## src/rtl/edet_pkg.sv

```systemverilog
package edet_pkg;
  localparam int DATA_W = 8;
  localparam int ADDR_W = 8;

  localparam logic [ADDR_W-1:0] ADR_ID     = 8'h00;
  localparam logic [ADDR_W-1:0] ADR_CLR    = 8'h01;
  localparam logic [ADDR_W-1:0] ADR_STAT   = 8'h02;
  localparam logic [ADDR_W-1:0] ADR_CTRL   = 8'h03;
  localparam int                MASK_BASE  = 'h40;
  localparam int                MASK_STEP  = 'h10;
  localparam int                RISE_OFS   = 2;
  localparam int                FALL_OFS   = 3;

  localparam int CLR_EDGE_BIT = 3;
  localparam int CLR_OVF_BIT  = 2;
  localparam int CTRL_W       = 5;

  // bit 4 .. bit 0
  typedef struct packed {
    logic fall_en;
    logic rise_en;
    logic master_en;
    logic ovf_ie;
    logic edge_ie;
  } ctrl_t;

  function automatic logic [ADDR_W-1:0] mask_addr(input int port, input logic falling);
    return ADDR_W'(MASK_BASE + port * MASK_STEP + (falling ? FALL_OFS : RISE_OFS));
  endfunction
endpackage

```

## src/rtl/edet_sync.sv

```systemverilog
module edet_sync #(
  parameter int W = 32
) (
  input  logic         clk,
  input  logic         rst_n,
  input  logic [W-1:0] d,
  output logic [W-1:0] cur,
  output logic [W-1:0] prev
);
  logic [W-1:0] meta_q, stab_q, prev_q;

  always_ff @(posedge clk or negedge rst_n) begin
    if (!rst_n) begin
      meta_q <= '0;
      stab_q <= '0;
      prev_q <= '0;
    end else begin
      meta_q <= d;
      stab_q <= meta_q;
      prev_q <= stab_q;
    end
  end

  assign cur  = stab_q;
  assign prev = prev_q;
endmodule

```

## src/rtl/edet_detect.sv

```systemverilog
module edet_detect #(
  parameter int NPORT = 4,
  parameter int PW    = 8
) (
  input  logic                       clk,
  input  logic                       rst_n,
  input  logic [NPORT*PW-1:0]        cur,
  input  logic [NPORT*PW-1:0]        prev,
  input  logic [NPORT-1:0][PW-1:0]   rise_mask,
  input  logic [NPORT-1:0][PW-1:0]   fall_mask,
  input  logic                       rise_en,
  input  logic                       fall_en,
  output logic                       hit
);
  logic [NPORT-1:0] port_hit;

  for (genvar p = 0; p < NPORT; p++) begin : g_port
    logic [PW-1:0] up, down;
    always_comb begin
      up   = cur[p*PW +: PW] & ~prev[p*PW +: PW] & rise_mask[p];
      down = ~cur[p*PW +: PW] & prev[p*PW +: PW] & fall_mask[p];
      port_hit[p] = (rise_en & (|up)) | (fall_en & (|down));
    end
  end

  assign hit = |port_hit;

  AST_DIR_OFF_NO_HIT: assert property (@(posedge clk) disable iff (!rst_n)
    (!rise_en && !fall_en) |-> !hit);
endmodule

```

## src/rtl/edet_regs.sv

```systemverilog
module edet_regs
  import edet_pkg::*;
#(
  parameter int                NPORT    = 4,
  parameter logic [DATA_W-1:0] ID_VALUE = 8'hC5
) (
  input  logic                         clk,
  input  logic                         rst_n,
  input  logic [ADDR_W-1:0]            addr,
  input  logic                         wr,
  input  logic [DATA_W-1:0]            wdata,
  output logic [DATA_W-1:0]            rdata,
  input  logic                         hit,
  output logic [NPORT-1:0][DATA_W-1:0] rise_mask,
  output logic [NPORT-1:0][DATA_W-1:0] fall_mask,
  output logic                         rise_en,
  output logic                         fall_en,
  output logic                         irq
);
  ctrl_t ctrl_q, ctrl_d;
  logic  edge_q, edge_d, ovf_q, ovf_d;
  logic  clr_edge, clr_ovf, ctrl_we;
  logic [NPORT-1:0][DATA_W-1:0] rmask_q, fmask_q;

  // Per-port enable masks
  for (genvar p = 0; p < NPORT; p++) begin : g_mask
    localparam logic [ADDR_W-1:0] RADR = mask_addr(p, 1'b0);
    localparam logic [ADDR_W-1:0] FADR = mask_addr(p, 1'b1);
    logic          r_we, f_we;
    logic [DATA_W-1:0] r_d, f_d;

    always_comb begin
      r_we = wr && (addr == RADR);
      f_we = wr && (addr == FADR);
      r_d  = r_we ? wdata : rmask_q[p];
      f_d  = f_we ? wdata : fmask_q[p];
    end

    always_ff @(posedge clk or negedge rst_n) begin
      if (!rst_n) begin
        rmask_q[p] <= '0;
        fmask_q[p] <= '0;
      end else begin
        rmask_q[p] <= r_d;
        fmask_q[p] <= f_d;
      end
    end

    AST_MASK_HOLD: assert property (@(posedge clk) disable iff (!rst_n)
      !wr |=> ($stable(rmask_q[p]) && $stable(fmask_q[p])));
  end

  // Control and sticky flags: next state
  always_comb begin
    ctrl_we  = wr && (addr == ADR_CTRL);
    clr_edge = wr && (addr == ADR_CLR) && wdata[CLR_EDGE_BIT];
    clr_ovf  = wr && (addr == ADR_CLR) && wdata[CLR_OVF_BIT];
    ctrl_d   = ctrl_we ? ctrl_t'(wdata[CTRL_W-1:0]) : ctrl_q;
    edge_d   = hit | (edge_q & ~clr_edge);
    ovf_d    = (ovf_q & ~clr_ovf) | (hit & edge_q & ~clr_edge);
  end

  always_ff @(posedge clk or negedge rst_n) begin
    if (!rst_n) begin
      ctrl_q <= '0;
      edge_q <= 1'b0;
      ovf_q  <= 1'b0;
    end else begin
      ctrl_q <= ctrl_d;
      edge_q <= edge_d;
      ovf_q  <= ovf_d;
    end
  end

  always_comb begin
    irq = ctrl_q.master_en & ((edge_q & ctrl_q.edge_ie) | (ovf_q & ctrl_q.ovf_ie));
  end

  // Read mux
  always_comb begin
    rdata = '0;
    unique case (addr)
      ADR_ID:   rdata = ID_VALUE;
      ADR_STAT: rdata = {{(DATA_W-3){1'b0}}, irq, ovf_q, edge_q};
      ADR_CTRL: rdata = {{(DATA_W-CTRL_W){1'b0}}, ctrl_q};
      default: begin
        for (int p = 0; p < NPORT; p++) begin
          if (addr == mask_addr(p, 1'b0)) rdata = rmask_q[p];
          if (addr == mask_addr(p, 1'b1)) rdata = fmask_q[p];
        end
      end
    endcase
  end

  assign rise_mask = rmask_q;
  assign fall_mask = fmask_q;
  assign rise_en   = ctrl_q.rise_en;
  assign fall_en   = ctrl_q.fall_en;

  AST_EDGE_NEEDS_HIT: assert property (@(posedge clk) disable iff (!rst_n)
    $rose(edge_q) |-> $past(hit));
  AST_OVF_NEEDS_EDGE: assert property (@(posedge clk) disable iff (!rst_n)
    $rose(ovf_q) |-> $past(hit && edge_q));
  AST_CLEAR_EDGE: assert property (@(posedge clk) disable iff (!rst_n)
    (wr && addr == ADR_CLR && wdata[CLR_EDGE_BIT] && !hit) |=> !edge_q);
  AST_CTRL_OFF: assert property (@(posedge clk) disable iff (!rst_n)
    (wr && addr == ADR_CTRL && wdata == '0) |=> !irq);
  AST_IRQ_NEEDS_FLAG: assert property (@(posedge clk) disable iff (!rst_n)
    irq |-> (edge_q || ovf_q));
endmodule

```

## src/rtl/edge_irq_unit.sv

```systemverilog
module edge_irq_unit
  import edet_pkg::*;
#(
  parameter int                NPORT    = 4,
  parameter logic [DATA_W-1:0] ID_VALUE = 8'hC5
) (
  input  logic                    clk,
  input  logic                    rst_n,
  input  logic [ADDR_W-1:0]       reg_addr,
  input  logic                    reg_wr,
  input  logic [DATA_W-1:0]       reg_wdata,
  output logic [DATA_W-1:0]       reg_rdata,
  input  logic [NPORT*DATA_W-1:0] port_in,
  output logic                    irq
);
  localparam int PW    = DATA_W;
  localparam int LINES = NPORT * PW;

  logic [LINES-1:0]             cur, prev;
  logic [NPORT-1:0][PW-1:0]     rise_mask, fall_mask;
  logic                         rise_en, fall_en, hit;

  edet_sync #(.W(LINES)) u_sync (
    .clk (clk),
    .rst_n (rst_n),
    .d (port_in),
    .cur (cur),
    .prev (prev)
  );

  edet_detect #(.NPORT(NPORT), .PW(PW)) u_detect (
    .clk (clk),
    .rst_n (rst_n),
    .cur (cur),
    .prev (prev),
    .rise_mask (rise_mask),
    .fall_mask (fall_mask),
    .rise_en (rise_en),
    .fall_en (fall_en),
    .hit (hit)
  );

  edet_regs #(.NPORT(NPORT), .ID_VALUE(ID_VALUE)) u_regs (
    .clk (clk),
    .rst_n (rst_n),
    .addr (reg_addr),
    .wr (reg_wr),
    .wdata (reg_wdata),
    .rdata (reg_rdata),
    .hit (hit),
    .rise_mask (rise_mask),
    .fall_mask (fall_mask),
    .rise_en (rise_en),
    .fall_en (fall_en),
    .irq (irq)
  );
endmodule

```

## config.mk

```make
export PLATFORM = sky130hd
export DESIGN_NAME = edge_irq_unit
export DESIGN_NICKNAME = d
export VERILOG_FILES = /design/src/rtl/edet_pkg.sv /design/src/rtl/edet_sync.sv /design/src/rtl/edet_detect.sv /design/src/rtl/edet_regs.sv /design/src/rtl/edge_irq_unit.sv
export SDC_FILE = /design/constraint.sdc
export NUM_CORES = 1
export LEC_CHECK = 0
export BUFFER_PORTS_ARGS = -buffer_cell sky130_fd_sc_hd__buf_2
export CAP_MARGIN = 20
export CORE_MARGIN = 2
export CORE_UTILIZATION = 50
export CTS_CLUSTER_DIAMETER = 100
export CTS_CLUSTER_SIZE = 25
export DETAILED_ROUTE_END_ITERATION = 12
export GPL_TIMING_DRIVEN = 0
export PLACE_DENSITY = 0.69
export SYNTH_ARGS = -nofsm -noshare
export SYNTH_HDL_FRONTEND = slang
export SYNTH_HIERARCHICAL = 1
export SYNTH_SLANG_ARGS = --single-unit
```

## constraint.sdc

```tcl
create_clock -name clk -period 3.03 [get_ports clk]
set_input_delay 0.303 -clock clk [delete_from_list [all_inputs] [get_ports clk]]
set_output_delay 0.303 -clock clk [all_outputs]
set_load 0.005 [all_outputs]
```

Word level (Yosys, flattened, before mapping)

Index checks and enable logic that the tools add are counted.

ROM bits: 0
Bits in writable memories: 0
Logic and storage cells: 108
Latch bits: 0
Flip-flop bits (word level): 167
Bits of input ports: 51
Memories: 0

Order comparisons: 0
Add/sub/neg operators: 0
Shift operators: 0
Bitwise operators: 48
Div/mod/pow operators: 0
Muxes and demuxes: 9
$mul: 0
Equal/unequal tests: 11
Reduce and logical (&&, ||, !) cells: 22

Operators with widths:

| kind                                                 | number |
|---|---|
| bitwise AND 8 bit                                    | 16 |
| equality test 8 x 7 -> 1 bit (second input constant) | 8 |
| two-way mux 8 bit                                    | 8 |
| NOT 8 bit                                            | 8 |
| OR reduction 8 bit                                   | 8 |
| one-hot mux 8 bit (3 select lines)                   | 1 |
| equality test 8 x 2 -> 1 bit (second input constant) | 2 |
| bitwise AND 1 bit                                    | 15 |
| logical AND 1 bit                                    | 12 |
| equality test 8 x 1 -> 1 bit (second input constant) | 1 |
| zero test 8 bit                                      | 1 |
| OR 1 bit                                             | 7 |
| OR reduction 4 bit                                   | 1 |
| NOT 1 bit                                            | 2 |

Depth between registers and ports, before layout

Depth after elaboration: 10
Gate-level depth with buffers: 7
Mapped depth without buffers: 7

By module

Netlist, hierarchy kept.

By module, submodules not included:

| module      | times used | area an instance (um^2) | cells each | sequential area each (um^2) |
|---|---|---|---|---|
| edet_regs   | 1          | 3698.5                  | 323        | 1776.7 |
| edet_sync   | 1          | 2402.3                  | 96         | 2402.3 |
| edet_detect | 1          | 604.3                   | 108        | 0.0 |

Least setup slack after synthesis

Ideal clock, no wire load.

Path type: input port to output port
From: input reg_addr[0]
To: output reg_rdata[0]
Required time: 2.727 ns
Path slack: 1.131 ns
Buffers on the path: 3
Data arrival time: 1.596 ns
Stages on the path: 7
Path through: clkbuf_2 > buf_2 > clkbuf_1 > nor2_1 > o22ai_1 > a31oi_1 > o41ai_1

Word-level cells in the longest chain between the ends: 10
Elaborated cells on any way between the ends: 20

Ends and longest elaborated chain:

| element                              | RTL line            | source |
|---|---|---|
| from (decl)                          | edge_irq_unit.sv:9  | `input logic [ADDR_W-1:0] reg_addr,` |
| equality test 8 x 7 -> 1 bit         | edet_regs.sv:88     | `if (addr == mask_addr(p, 1'b0)) rdata = rmask_q[p];` |
| two-way mux 8 bit                    | edet_regs.sv:88     |  |
| two-way mux 8 bit                    | edet_regs.sv:89     | `if (addr == mask_addr(p, 1'b1)) rdata = fmask_q[p];` |
| two-way mux 8 bit                    | edet_regs.sv:88     |  |
| two-way mux 8 bit                    | edet_regs.sv:89     |  |
| two-way mux 8 bit                    | edet_regs.sv:88     |  |
| two-way mux 8 bit                    | edet_regs.sv:89     |  |
| two-way mux 8 bit                    | edet_regs.sv:88     |  |
| two-way mux 8 bit                    | edet_regs.sv:89     |  |
| one-hot mux 8 bit (3 select lines) * | edet_regs.sv:82     | `unique case (addr)` |
| to (decl)                            | edge_irq_unit.sv:12 | `output logic [DATA_W-1:0] reg_rdata,` |

Mark *: on every way between the ends. The rest lies on a longest branch, timed or not.

Final worst setup path

From: input reg_addr[4]
To: output reg_rdata[1]

Same word-level chain as after synthesis.

==> metrics.md <==
| Metric | Value |
|---|---|
| Status | completed |
| Placed cell count | approximately 760 |
| Crit path kind | input port to primary output |
| GR met2 Demand/Resource | 0.382 |
| Fin Setup TNS | 0 ns |
| Antenna viol nets, final | 0 |
| Area delta synth->final | 20.8% |
| Tmin final | 2.72 ns |
| Die X-Extent | approximately 120 um |
| R2R depth | 7 |
| Synth cell types | 59 |
| Comb power frac | 0.074 |
| PwrDens | slightly below 600 nW/um^2 |
| Complex-gate fraction of the synthesized area | 0.0950 |
| Final Setup Violations | 0 |
| Diodes inserted | 0 |
| FFs w/ async S/R, synth | 1.00 |
| Yosys top cell by area | dfrtp_1 |
| Gr busiest metal | met2 |
| GRT Util Overall | 0.252 |
| Syn Nets | 578 |
| Largest family of logic cells by synthesized area | multiplexers |
| Syn Std Cell Area | 6710 um^2 |
| Clock Path Buffers | 2 |
| Vias in the first global route | between 4000 and 5000 |
| Clk slew on worst S/H paths | roughly 0.060 ns |
| Clock network power share | 0.417 |
| Register-to-register setup slack | ~0.99 ns |
| Post-Synth Simple-Gate Area | 0.127 |
| Top Ports | 60 |
| Sequential area share after synthesis | 0.623 |
| Ys Warns | 6 |
| Clock Skews | approximately 0.0070 ns |
| Largest net degree at the start of global routing | 103 |
| Antenna violations before repair | 0 |
| Remaining global-route overflow | 0 |
| Layout cells sized above 1 | 0.276 |
| Hold path endpoint | u_regs/rise_mask[6]$_DFFE_PN0P_ |
| Net Sw Frac | 0.251 |
| Post-synthesis area per instance | around 13 um^2 |
| Switching pwr | 1200 uW |
| Max-Cap Viols | 0 |
| Crit end category | primary output |
| CTS tree | built |
| Cts repair resizes | 0 |
| Top-area cell type share of the netlist area | 0.623 |
| Unrepaired setup endpoints after global routing | false |
| Max H-tree Level | 4 |
| Finished Core Util | 0.614 |
| FF+latch count, synth | about 170 |
| Total die area | approximately 14000 um^2 |
| Worst VDD drop | 414 uV |
| Clk sinks | 167 |
| First-pass GRT wire length | between 20000 and 30000 um |
| Routed Wire Length | around 17000 um |
| TritonCTS buffer count | 17 |
| DR pass1 iterations | 5 |
| Hold Violations, Final | 0 |
| Xor/xnor share of the synthesized area | 0 |
| Die height | between 100 and 150 um |
| Top-count cell post-synth | dfrtp_1 |
| Layout net count | 684 |
| Worst hold stages | 2 |
| Final-report max-slew violation count | 0 |
| Met1 GRT Util | 0.353 |
| Pleak | approximately 0.0037 uW |
| Worst-Skew Late Latency | between 0.4 and 0.5 ns |
| Placer Congestion | approximately 0.92 |
| FP Rows | 42 |
| Cells after Synth | 527 |
| Adder-Cell Fraction of Synth Area | 0 |
| Initial core utilization | 0.508 |
| Number of synthesized flops with an enable pin | 0 |
| Hold Startpoint | reg_wdata[6] |
| Port bufs | 53 |
| Post-synthesis mux area share | 0.134 |
| Synth area leaders | dfrtp_1 62%, mux2_2 10%, nand2_1 3.0% |
| Wirelength per Cell | 20.3 um |
| CP Max Fanout | 10 |
| Avg Vias per Cell | roughly 5.8 |
| Layout Cells excl Fill | 822 |
| Synth cell count leaders | 167 x dfrtp_1, 62 x mux2_2, 54 x nand2_1, 26 x nor2_1, 21 x o22ai_1 |
| Max frequency | around 370 MHz |
| Final Cycle Share | 0.897 |
| # DRC | 0 |
| Worst-margin pin slew | a little under 0.8 ns |
| Power Total | between 4000 and 5000 uW |
| Seq pwr share | 0.510 |
| Data arrival, critical path | between 2 and 2.5 ns |
| Crit Reg-Reg Startpoint | u_regs/fall_mask[28]$_DFFE_PN0P_ |
| Initial DRC Count | about 400 |
| Met3 Use GR | 0.0741 |
| CTS root buffer | clkbuf_16 |
| Worst setup SP type | input port |
| Reg2reg end | u_regs/edge_q$_DFF_PN0_ |
| Core area | around 13000 um^2 |
| Post-DP HPWL | about 12000 um |
| Worst hold path class | input port to register |
| Via count | around 4700 |
| Slew margin rel. | 0.467 |
| Post-synth top flop | dfrtp_1 |
| CP Data Required Time | 2.73 ns |
| Internal | 3580 uW |
cells in the final DEF, fill, tap and decap left out, types with 4 or more instances in the layout:
cell type        n
a22oi_1          4
nand4_1          6
nand3_1          6
dfrtp_1        167
clkbuf_16       17
a211oi_1         4
nand2b_1         5
inv_1           14
nor3_1           4
clkinv_4         4
nand3b_1        18
nor2_1          26
o21ai_0         20
mux2i_1          6
a21oi_1         12
buf_1            4
o22ai_1         21
nor2b_1          7
a31oi_1          9
mux2_2          62
and3b_1          8
nand2_1         54
buf_2           61
mux2_4           8
dlygate4sd3_1   33
clkbuf_1         4
cell families after synthesis:
family | count (synthesis)
simple gates | 154
buf+inv | 33
mux | 77
compound gates | 96
flops | 167
flip-flops by register name, indices dropped and copies added, names as in the netlist:
register,flops
u_regs/fall_mask,32
u_regs/rise_mask,32
u_sync/cur,32
u_sync/meta_q,32
u_sync/prev,32
u_regs/ctrl_q,3
u_regs/edge_q,1
u_regs/fall_en,1
u_regs/ovf_q,1
u_regs/rise_en,1
through the flow:
| stage | setup slack [ns] | cell area [um^2] | hold slack [ns] |
|---|---|---|---|
| floorplan | 1.13 | 6710 | 0.00741 |
| global placement | -0.718 | 7190 | 0.331 |
| detailed placement | 0.408 | 7220 | 0.335 |
| CTS | 0.394 | 8100 | 0.247 |
| global route | 0.217 | 8100 | 0.258 |
| finish | 0.313 | 8100 | 0.265 |
power groups by stage:
| stage | Sequential (uW) | Clock (uW) | Combinational (uW) |
|---|---|---|---|
| after global placement | 2470 | 0 | 305 |
| after CTS | 2430 | 2040 | 352 |
| after detailed placement | 2470 | 0 | 317 |
| final | 2430 | 1990 | 351 |
| after floorplan | 2440 | 0 | 169 |
| after global routing | 2450 | 2150 | 384 |
worst max-delay path, stage by stage:
cell	delay, ns
buf_2	0.19
buf_2	0.32
clkbuf_1	0.49
nor2_1	0.09
o21ai_0	0.35
a31oi_1	0.18
o31ai_1	0.30
buf_2	0.16
metal layers:
| layer | routed length, um | up-vias |
|---|---|---|
| met3 | 1230 | 27 |
| met2 | 7740 | 190 |
| met1 | 7440 | 2397 |
| met5 | 0 | - |
| li1 | - | 2123 |
| met4 | 282 | 0 |
what timing repair did:
item | 4_1_cts | 5_1_grt
hold buffers | 33 | 0
hold endpoints to repair | 97 | 0
setup endpoints to repair | 0 | 0
setup buffers | 0 | 0
how the worst max path moves through the flow:
stage,start,to,slack [ns],cells past startpoint
global placement,rst_n,u_sync/cur[26]$_DFF_PN0_,-0.72,1
floorplan,reg_addr[0],reg_rdata[0],1.13,7
finish,reg_addr[4],reg_rdata[1],0.31,8
global route,reg_addr[0],reg_rdata[0],0.22,8
CTS,reg_addr[0],reg_rdata[0],0.39,8
detailed placement,reg_addr[0],reg_rdata[0],0.41,8
cell type report:
cell class	count	area, um^2
Clock inverter	14	119
Buffer	18	83.8
Fill cell	1075	5090
Tap cell	176	220
Inverter	15	56.3
Timing Repair Buffer	87	629
Clock buffer	18	429
Sequential cell	167	4180
Multi-Input combinational cell	327	2390
No activity file was read; power rests on OpenSTA's default activity.
